[src/rtl/bsu_pkg.sv]
package bsu_pkg;

  localparam int unsigned BSU_DW    = 64;
  localparam int unsigned BSU_NB    = BSU_DW / 8;
  localparam int unsigned BSU_OFFW  = $clog2(BSU_NB);
  localparam int unsigned BSU_SHW   = $clog2(BSU_DW);
  localparam int unsigned BSU_FW    = 7;

  typedef enum logic [1:0] {
    FLD_BYTE = 2'd0,
    FLD_WORD = 2'd1,
    FLD_LONG = 2'd2,
    FLD_QUAD = 2'd3
  } fld_size_e;

  typedef enum logic [2:0] {
    CLS_NONE  = 3'd0,
    CLS_SHIFT = 3'd1,
    CLS_MASK  = 3'd2,
    CLS_EXT   = 3'd3,
    CLS_INS   = 3'd4,
    CLS_ZAP   = 3'd5
  } op_class_e;

  typedef enum logic [1:0] {
    SHK_LEFT  = 2'd0,
    SHK_RIGHT = 2'd1,
    SHK_ARITH = 2'd2
  } shift_kind_e;

  typedef struct packed {
    op_class_e   cls;
    logic        high;
    fld_size_e   size;
    shift_kind_e shk;
    logic        zap_inv;
  } op_dec_t;

  // Block of ones as wide as the selected field
  function automatic logic [BSU_DW-1:0] fld_ones(fld_size_e s);
    logic [BSU_DW-1:0] r;
    unique case (s)
      FLD_BYTE: r = BSU_DW'({8{1'b1}});
      FLD_WORD: r = BSU_DW'({16{1'b1}});
      FLD_LONG: r = BSU_DW'({32{1'b1}});
      default:  r = {BSU_DW{1'b1}};
    endcase
    return r;
  endfunction

  function automatic op_dec_t decode_func(logic [BSU_FW-1:0] f);
    op_dec_t d;
    d.cls     = CLS_NONE;
    d.high    = f[6];
    d.size    = fld_size_e'(f[5:4]);
    d.shk     = SHK_LEFT;
    d.zap_inv = f[0];
    case (f)
      7'h39: begin d.cls = CLS_SHIFT; d.shk = SHK_LEFT;  end
      7'h34: begin d.cls = CLS_SHIFT; d.shk = SHK_RIGHT; end
      7'h3c: begin d.cls = CLS_SHIFT; d.shk = SHK_ARITH; end
      7'h02, 7'h12, 7'h22, 7'h32,
      7'h52, 7'h62, 7'h72:        d.cls = CLS_MASK;
      7'h06, 7'h16, 7'h26, 7'h36,
      7'h5a, 7'h6a, 7'h7a:        d.cls = CLS_EXT;
      7'h0b, 7'h1b, 7'h2b, 7'h3b,
      7'h57, 7'h67, 7'h77:        d.cls = CLS_INS;
      7'h30, 7'h31:               d.cls = CLS_ZAP;
      default:                    d.cls = CLS_NONE;
    endcase
    return d;
  endfunction

endpackage

[src/rtl/bsu_shifter.sv]
module bsu_shifter
  import bsu_pkg::*;
(
  input  logic [BSU_DW-1:0]  a,
  input  logic [BSU_SHW-1:0] amt,
  input  shift_kind_e        kind,
  output logic [BSU_DW-1:0]  y
);

  always_comb begin
    unique case (kind)
      SHK_RIGHT: y = a >> amt;
      SHK_ARITH: y = BSU_DW'($signed(a) >>> amt);
      default:   y = a << amt;
    endcase
  end

  // arithmetic shift never changes the sign bit
  always_comb begin
    if (kind == SHK_ARITH) begin
      a_r2_sign_kept: assert (y[BSU_DW-1] == a[BSU_DW-1])
        else $error("arithmetic shift lost sign");
    end
  end

  // zero distance is identity for every kind
  always_comb begin
    if (amt == '0) begin
      a_r2_zero_identity: assert (y == a)
        else $error("zero shift altered operand");
    end
  end

endmodule

[src/rtl/bsu_byte_mask.sv]
module bsu_byte_mask
  import bsu_pkg::*;
(
  input  logic [BSU_DW-1:0]   a,
  input  logic [BSU_NB-1:0]   bsel,
  input  logic [BSU_OFFW-1:0] off,
  input  fld_size_e           size,
  input  logic                high,
  output logic [BSU_DW-1:0]   msk_y,
  output logic [BSU_DW-1:0]   zap_y,
  output logic [BSU_DW-1:0]   zapn_y
);

  logic [BSU_DW-1:0]  ones;
  logic [BSU_SHW-1:0] up_sh;
  logic [BSU_SHW-1:0] dn_sh;
  logic [BSU_DW-1:0]  lo_clr;
  logic [BSU_DW-1:0]  hi_clr;

  assign ones   = fld_ones(size);
  assign up_sh  = {off, 3'b000};
  assign dn_sh  = BSU_SHW'(0) - up_sh;
  assign lo_clr = ones << up_sh;
  assign hi_clr = ones >> dn_sh;

  always_comb begin
    if (!high)           msk_y = a & ~lo_clr;
    else if (off == '0)  msk_y = a;
    else                 msk_y = a & ~hi_clr;
  end

  for (genvar gi = 0; gi < BSU_NB; gi++) begin : g_lane
    assign zap_y[8*gi +: 8]  = bsel[gi] ? 8'h00 : a[8*gi +: 8];
    assign zapn_y[8*gi +: 8] = bsel[gi] ? a[8*gi +: 8] : 8'h00;
  end

  // masking only ever clears bits of A
  always_comb begin
    a_r4_mask_subset: assert ((msk_y & ~a) == '0)
      else $error("mask set a bit not present in A");
  end

  // the two zeroing forms split A into disjoint halves
  always_comb begin
    a_r10_zap_partition: assert (((zap_y & zapn_y) == '0) && ((zap_y | zapn_y) == a))
      else $error("zap forms do not partition A");
  end

endmodule

[src/rtl/bsu_byte_field.sv]
module bsu_byte_field
  import bsu_pkg::*;
(
  input  logic [BSU_DW-1:0]   a,
  input  logic [BSU_OFFW-1:0] off,
  input  fld_size_e           size,
  input  logic                high,
  input  logic                ins,
  output logic [BSU_DW-1:0]   y
);

  logic [BSU_DW-1:0]  ones;
  logic [BSU_DW-1:0]  low_fld;
  logic [BSU_SHW-1:0] up_sh;
  logic [BSU_SHW-1:0] dn_sh;
  logic [BSU_DW-1:0]  ext_y;
  logic [BSU_DW-1:0]  ins_y;

  assign ones    = fld_ones(size);
  assign low_fld = a & ones;
  assign up_sh   = {off, 3'b000};
  assign dn_sh   = BSU_SHW'(0) - up_sh;

  always_comb begin
    if (high) ext_y = (a << dn_sh) & ones;
    else      ext_y = (a >> up_sh) & ones;
  end

  always_comb begin
    if (!high)          ins_y = low_fld << up_sh;
    else if (off == '0) ins_y = '0;
    else                ins_y = low_fld >> dn_sh;
  end

  assign y = ins ? ins_y : ext_y;

  // an extracted field never reaches above its size
  always_comb begin
    if (!ins) begin
      a_r6_ext_width: assert ((y & ~ones) == '0)
        else $error("extract wider than field");
    end
  end

  // insertion only moves bits, it never creates them
  always_comb begin
    if (ins) begin
      a_r8_ins_no_growth: assert ($countones(y) <= $countones(a))
        else $error("insert created bits");
    end
  end

endmodule

[src/rtl/byte_shift_unit.sv]
module byte_shift_unit
  import bsu_pkg::*;
(
  input  logic [BSU_DW-1:0] opnd_a,
  input  logic [BSU_DW-1:0] opnd_b,
  input  logic [BSU_FW-1:0] func_code,
  output logic [BSU_DW-1:0] result
);

  op_dec_t           dec;
  logic [BSU_DW-1:0] sh_y;
  logic [BSU_DW-1:0] msk_y;
  logic [BSU_DW-1:0] zap_y;
  logic [BSU_DW-1:0] zapn_y;
  logic [BSU_DW-1:0] fld_y;
  logic              unused_b_hi;

  assign dec         = decode_func(func_code);
  assign unused_b_hi = ^opnd_b[BSU_DW-1:BSU_SHW];

  bsu_shifter u_shift (
    .a    (opnd_a),
    .amt  (opnd_b[BSU_SHW-1:0]),
    .kind (dec.shk),
    .y    (sh_y)
  );

  bsu_byte_mask u_mask (
    .a      (opnd_a),
    .bsel   (opnd_b[BSU_NB-1:0]),
    .off    (opnd_b[BSU_OFFW-1:0]),
    .size   (dec.size),
    .high   (dec.high),
    .msk_y  (msk_y),
    .zap_y  (zap_y),
    .zapn_y (zapn_y)
  );

  bsu_byte_field u_field (
    .a    (opnd_a),
    .off  (opnd_b[BSU_OFFW-1:0]),
    .size (dec.size),
    .high (dec.high),
    .ins  (dec.cls == CLS_INS),
    .y    (fld_y)
  );

  always_comb begin
    unique case (dec.cls)
      CLS_SHIFT:        result = sh_y;
      CLS_MASK:         result = msk_y;
      CLS_EXT, CLS_INS: result = fld_y;
      CLS_ZAP:          result = dec.zap_inv ? zapn_y : zap_y;
      default:          result = '0;
    endcase
  end

  // unlisted codes produce nothing
  always_comb begin
    if (dec.cls == CLS_NONE) begin
      a_r11_unknown_zero: assert (result == '0)
        else $error("unlisted code produced data");
    end
  end

endmodule

[config.mk]
export PLATFORM = sky130hd
export DESIGN_NAME = byte_shift_unit
export DESIGN_NICKNAME = d
export VERILOG_FILES = /design/src/rtl/bsu_pkg.sv /design/src/rtl/bsu_shifter.sv /design/src/rtl/bsu_byte_mask.sv /design/src/rtl/bsu_byte_field.sv /design/src/rtl/byte_shift_unit.sv
export SDC_FILE = /design/constraint.sdc
export NUM_CORES = 1
export LEC_CHECK = 0
export ABC_AREA = 1
export CAP_MARGIN = 0
export CELL_PAD_IN_SITES_DETAIL_PLACEMENT = 2
export CELL_PAD_IN_SITES_GLOBAL_PLACEMENT = 2
export CORE_MARGIN = 2
export CORE_UTILIZATION = 34
export DETAILED_ROUTE_END_ITERATION = 8
export DONT_BUFFER_PORTS = 1
export PLACE_DENSITY_LB_ADDON = 0.1
export SETUP_SLACK_MARGIN = 0.3
export SLEW_MARGIN = 20
export SYNTH_ARGS = -nofsm -noshare
export SYNTH_HDL_FRONTEND = slang
export SYNTH_SLANG_ARGS = --single-unit
[constraint.sdc]
create_clock -name vclk -period 8.9
set_input_delay 0.89 -clock vclk [all_inputs]
set_output_delay 0.89 -clock vclk [all_outputs]
set_load 0.005 [all_outputs]
==> metrics, run 1 <==
post-synth top area share=slightly above 30%; Mapped Nets=between 3000 and 4000; Reg area=0 um^2; grt ovf=0; commonest non-fill, non-tap cell in the layout=nand2_1; Hold Crit Depth=2; Hold Violations, Final=0; initial antenna violation count=10; crit path from=opnd_b[1]; GRT Util Overall=55.88%; Slew Viols, Final=0; Cell Chain, Critical Path=inv_6 -> ha_2 -> ha_1 -> inv_1 -> buf_4 -> nand2_2 -> nor2_2 -> nand2_1 -> nor2_1 -> inv_2 -> o21ai_0 -> a21oi_1 -> o21ai_0 -> a21oi_1 -> nand2_1; area of the die=roughly 52000 um^2; Setup TNS Final=0 ps; HP Start=opnd_a[63]; Die W=roughly 230 um; layout cells sized above 1=~3.3%; vias per cell=roughly 7.1; worst slack at placement=3042 ps; Post-DP Area=17000 um^2; status=complete, no violations; Yosys cell types=57; Starting Density=~34%; type of origin of the critical path=input port; residual DRC count=0; critical-path maximum fanout=225; yosys warns=0; Hold Crit Endpoint=result[63]; HP Class=input port to output port; clock buffers=0; Adder-Cell Fraction of Synth Area=less than 1%; Post-Syn Area per Cell=approximately 4.5 um^2; RSZ-0062 raised after global routing=false; maximum number of pins on one net before global-route repair=around 230; Max stage delay on crit path=600 ps; Final setup viols=0; Max-slew headroom=a little under a fifth; Pre-Repair DR Iteration Count=6; Iteration-0 DRC Markers=a little over 5000; Simple-Gate Fraction of Synth Area=around two thirds; Synth Instances=between 3000 and 4000; CP Capture Type=output port; fmax=between 150 and 200 MHz; total number of vias=29880; number of sequential cells=0; Critical Path RT=between 8000 and 9000 ps; Die Span Y=approximately 230 um; synth-to-layout area growth=-1.185%; setup bufs post-CTS=0; core area=between 50000 and 60000 um^2; Tmin final=6489 ps; final core occ=between 30% and 40%; crit path kind=input port to output port; slowest cell on the critical path=inv_6; final worst setup slack=between 2000 and 2500 ps; global-route wire length before repair=215300 um; final weighted congestion in routability-driven placement=approximately 1.1; Synth area leaders=nand2_1 31%, nand3_1 24%, o21ai_0 7.1%; largest family of logic cells by synthesized area=simple AND/OR/NAND/NOR gates; commonest non-fill, non-tap cells in the layout=1428 x nand2_1, 819 x nand3_1, 278 x nor2_1, 245 x o21ai_0, 210 x inv_1; synthesized cell area=~17000 um^2; fill count=7178; Final Net Count=3681; fin area=17010 um^2; Synth Area in Compound Gates=20.97%; num rows=a little over 80; Post-Route WL=between 150000 and 200000 um; Slew @ Worst Pin=between 1000 and 1500 ps; Ports=roughly 200; data arrival time of the critical path=around 5600 ps; xor/xnor share of the synthesized area=less than 1%; Port Buf Inserts=0; post-synthesis sequential area ratio=0%; vias in the first global route=29020; post-route ant nets=0; fin crit share=about 73%; cts repair resizes=0; post-synth top area cell=nand2_1; max-cap violation count=0; Post-DP HPWL=between 100000 and 150000 um; routed len/inst=between 30 and 40 um; cts hold-fix bufs=0; multiplexer share of the synthesized area=0%
[worst max-delay path, delay by kind of cell]
family / cells / cell delay (ps)
adder cells (fa/ha/maj): 2 / 680
AND/OR/NAND/NOR: 5 / 1310
buffers and inverters: 4 / 1400
AO/OA/AOI/OAI: 4 / 1040
[cell families after synthesis]
group,after synthesis
simple gates,2633
compound gates,630
buf+inv,515
fa+ha+maj,4
xor+xnor,3
[Yosys cell counts, drive strengths merged]
library cell,n
a211oi,3
a21oi,164
a221oi,3
a22oi,18
a31o,1
a31oi,23
a41oi,1
and2,3
and3,2
buf,192
clkbuf,92
clkinv,5
ha,4
inv,226
nand2,1457
nand3,822
nand3b,3
nand4,26
nor2,295
nor3,15
nor3b,4
nor4,2
o2111ai,1
o211a,1
o211ai,82
o21ai,280
o21bai,1
o221ai,12
o22ai,34
o2bb2ai,1
o311ai,3
o31ai,2
or2,4
xnor2,1
xor2,2
[through the flow]
step	std cells	hold slack, ps
finish	4214	1911
global route	4212	1921
CTS	4212	1912
detailed placement	4212	1912
global placement	4212	1906
floorplan	3785	1875
[area by class of cell]
class / count / area (um^2) / share of cell area (%)
Antenna cell: 2 / 5.005 / 0.02943
Multi-Input combinational cell: 3270 / 14970 / 88.02
Inverter: 231 / 885.9 / 5.209
Timing Repair Buffer: 39 / 305.3 / 1.795
Tap cell: 672 / 840.8 / 4.944
[metal layers]
| metal | up-vias | share of wire, % | GRT usage (%) |
|---|---|---|---|
| met5 | - | 0.023 | 0.3676 |
| met1 | 14480 | 37 | 69.77 |
| met3 | 676 | 15 | 21.65 |
| met4 | 6 | 11 | 44.74 |
| li1 | 12150 | - | - |
| met2 | 2576 | 37 | 75.36 |
[worst max path at each step]
stage,end,slack [ps],cells past startpoint
after CTS,result[62],3040,15
after global placement,result[49],3200,10
final,result[62],2410,15
after floorplan,result[40],4650,20
after global routing,result[62],2710,15
after detailed placement,result[62],3040,15
==> run 2, diff against run 1 <==
CORE_UTILIZATION = 29   (was 34)
clock period = 5.3 ns   (was 8.9 ns; I/O delays follow)
==> run 2 against run 1 <==
Against the previous run: first-iteration DRC count shrank 12%; die area grew 17%; non-clock buffer count grew 28; via count shrank 1.9%; critical path type unchanged.
==> metrics, run 2 (same netlist as run 1, synthesis figures left out) <==
global-route wire length before repair=223200 um (+3.7%); fmax=around 220 MHz; CP delay by family, top=buffers and inverters; met2 Track Usage GR=71.68% (-3.7 points); Tmin final=about 4600 ps; CP Capture Type=output port; Starting Density=29.27% (-5.1 points); HP Start=opnd_a[31]; final weighted congestion in routability-driven placement=1.100 (+0.65%); Setup TNS Final=0 ps (unchanged); cts repair resizes=0 (unchanged); crit path kind=input port to output port; Slew Viols, Final=0 (unchanged); slowest cell on the critical path=a21oi_1; Die W=247.6 um (+8.1%); num rows=89 (+8.5%); Ports=199 (unchanged); Final setup viols=0 (unchanged); met3 Use GR=16.71% (-4.9 points); residual DRC count=0 (unchanged); status=complete, no violations; Post-Route WL=162200 um (+5.9%); Iteration-0 DRC Markers=4529 (-12%); number of sequential cells=0 (unchanged); RSZ-0062 raised after global routing=false; Hold Crit Depth=2 (unchanged); GRT Util Overall=51.09% (-4.8 points); vias in the first global route=28510 (-1.8%); Hold Violations, Final=0 (unchanged); area of the die=61310 um^2 (+17%); clock buffers=0 (unchanged); Port Buf Inserts=0 (unchanged); routed len/inst=37.33 um (+2.7%); layout cells sized above 1=3.952% (+0.67 points); cts hold-fix bufs=0 (unchanged); Hold Crit Endpoint=result[31]; grt ovf=0 (unchanged); fin crit share=a little under nine tenths; fill count=8100 (+13%); data arrival time of the critical path=4040 ps (-1560 ps); initial antenna violation count=7 (-3); CP Buf/Inv Count=4 (unchanged); type of origin of the critical path=input port; Post-DP HPWL=124300 um (+7.7%); synth-to-layout area growth=1.047%; Max-slew headroom=28.79% (+10 points); Max stage delay on crit path=510 ps (-90 ps); Final Net Count=3709 (+0.76%); core area=58800 um^2 (+17%); commonest non-fill, non-tap cells in the layout=1428 x nand2_1, 819 x nand3_1, 280 x nor2_1, 245 x o21ai_0, 211 x inv_1; max-cap violation count=0 (unchanged); post-route ant nets=0 (unchanged); gr busiest metal=met2; met1 usage=66.35% (-3.4 points); HP Class=input port to output port; vias per cell=6.746 (-4.9%); critical-path maximum fanout=225 (unchanged); Die Span Y=247.6 um (+8.1%); Reg area=0 um^2 (unchanged); Pre-Repair DR Iteration Count=6 (unchanged); maximum number of pins on one net before global-route repair=226 (unchanged); commonest non-fill, non-tap cell in the layout=nand2_1; setup bufs post-CTS=0 (unchanged); Critical Path RT=4770 ps (-3240 ps); Cell Chain, Critical Path=inv_6 -> ha_2 -> ha_1 -> inv_1 -> nand2_2 -> nor2_2 -> buf_4 -> inv_1 -> o211ai_1 -> nand2_2 -> a21oi_1 -> nand2_1; total number of vias=29320 (-1.9%); Slew @ Worst Pin=1057 ps (-159.9 ps); final core occ=29.58% (-4.4 points)
run 2: changes by cell type in the layout (fill, tap and decap cells not counted):
cell / change
inv_1: +1
inv_2: -1
buf_4: +24
nor2_1: +2
diode_2: +3
nor2_4: -1
nor2_2: -1
buf_12: +4
run 2: per-layer routing:
metal | up-vias | routed length (um)
met5 | - | 17
met4 | 2 | 12780
met3 | 399 | 21600
met2 | 2113 | 63570
met1 | 14580 | 64250
li1 | 12220 | -
run 2: stage by stage:
step	std cells	hold slack, ps	instance area [um^2]	setup WS [ps]
2_1_floorplan	3785	1155	17210	1765
5_1_grt	4341	1204	17380	765.6
6_report	4346	1199	17390	734.2
4_1_cts	4341	1195	17380	905.7
3_3_place_gp	4341	1194	17380	990.0
3_5_place_dp	4341	1195	17380	927.1
run 2: area by class of cell:
type	instances	area (um^2)	area share, %
Multi-Input combinational cell	3270	14960	86.02
Antenna cell	5	12.51	0.07195
Timing Repair Buffer	67	565.5	3.252
Inverter	231	885.9	5.094
Tap cell	773	967.2	5.562
run 2: how the worst max path moves through the flow:
stage                 startpoint          to  cells after the start
detailed placement  func_code[5]  result[15]                     15
global route           opnd_b[1]  result[57]                     14
global placement    func_code[5]  result[15]                     15
finish                 opnd_b[1]  result[62]                     12
floorplan              opnd_b[1]  result[40]                     20
CTS                 func_code[5]  result[15]                     15
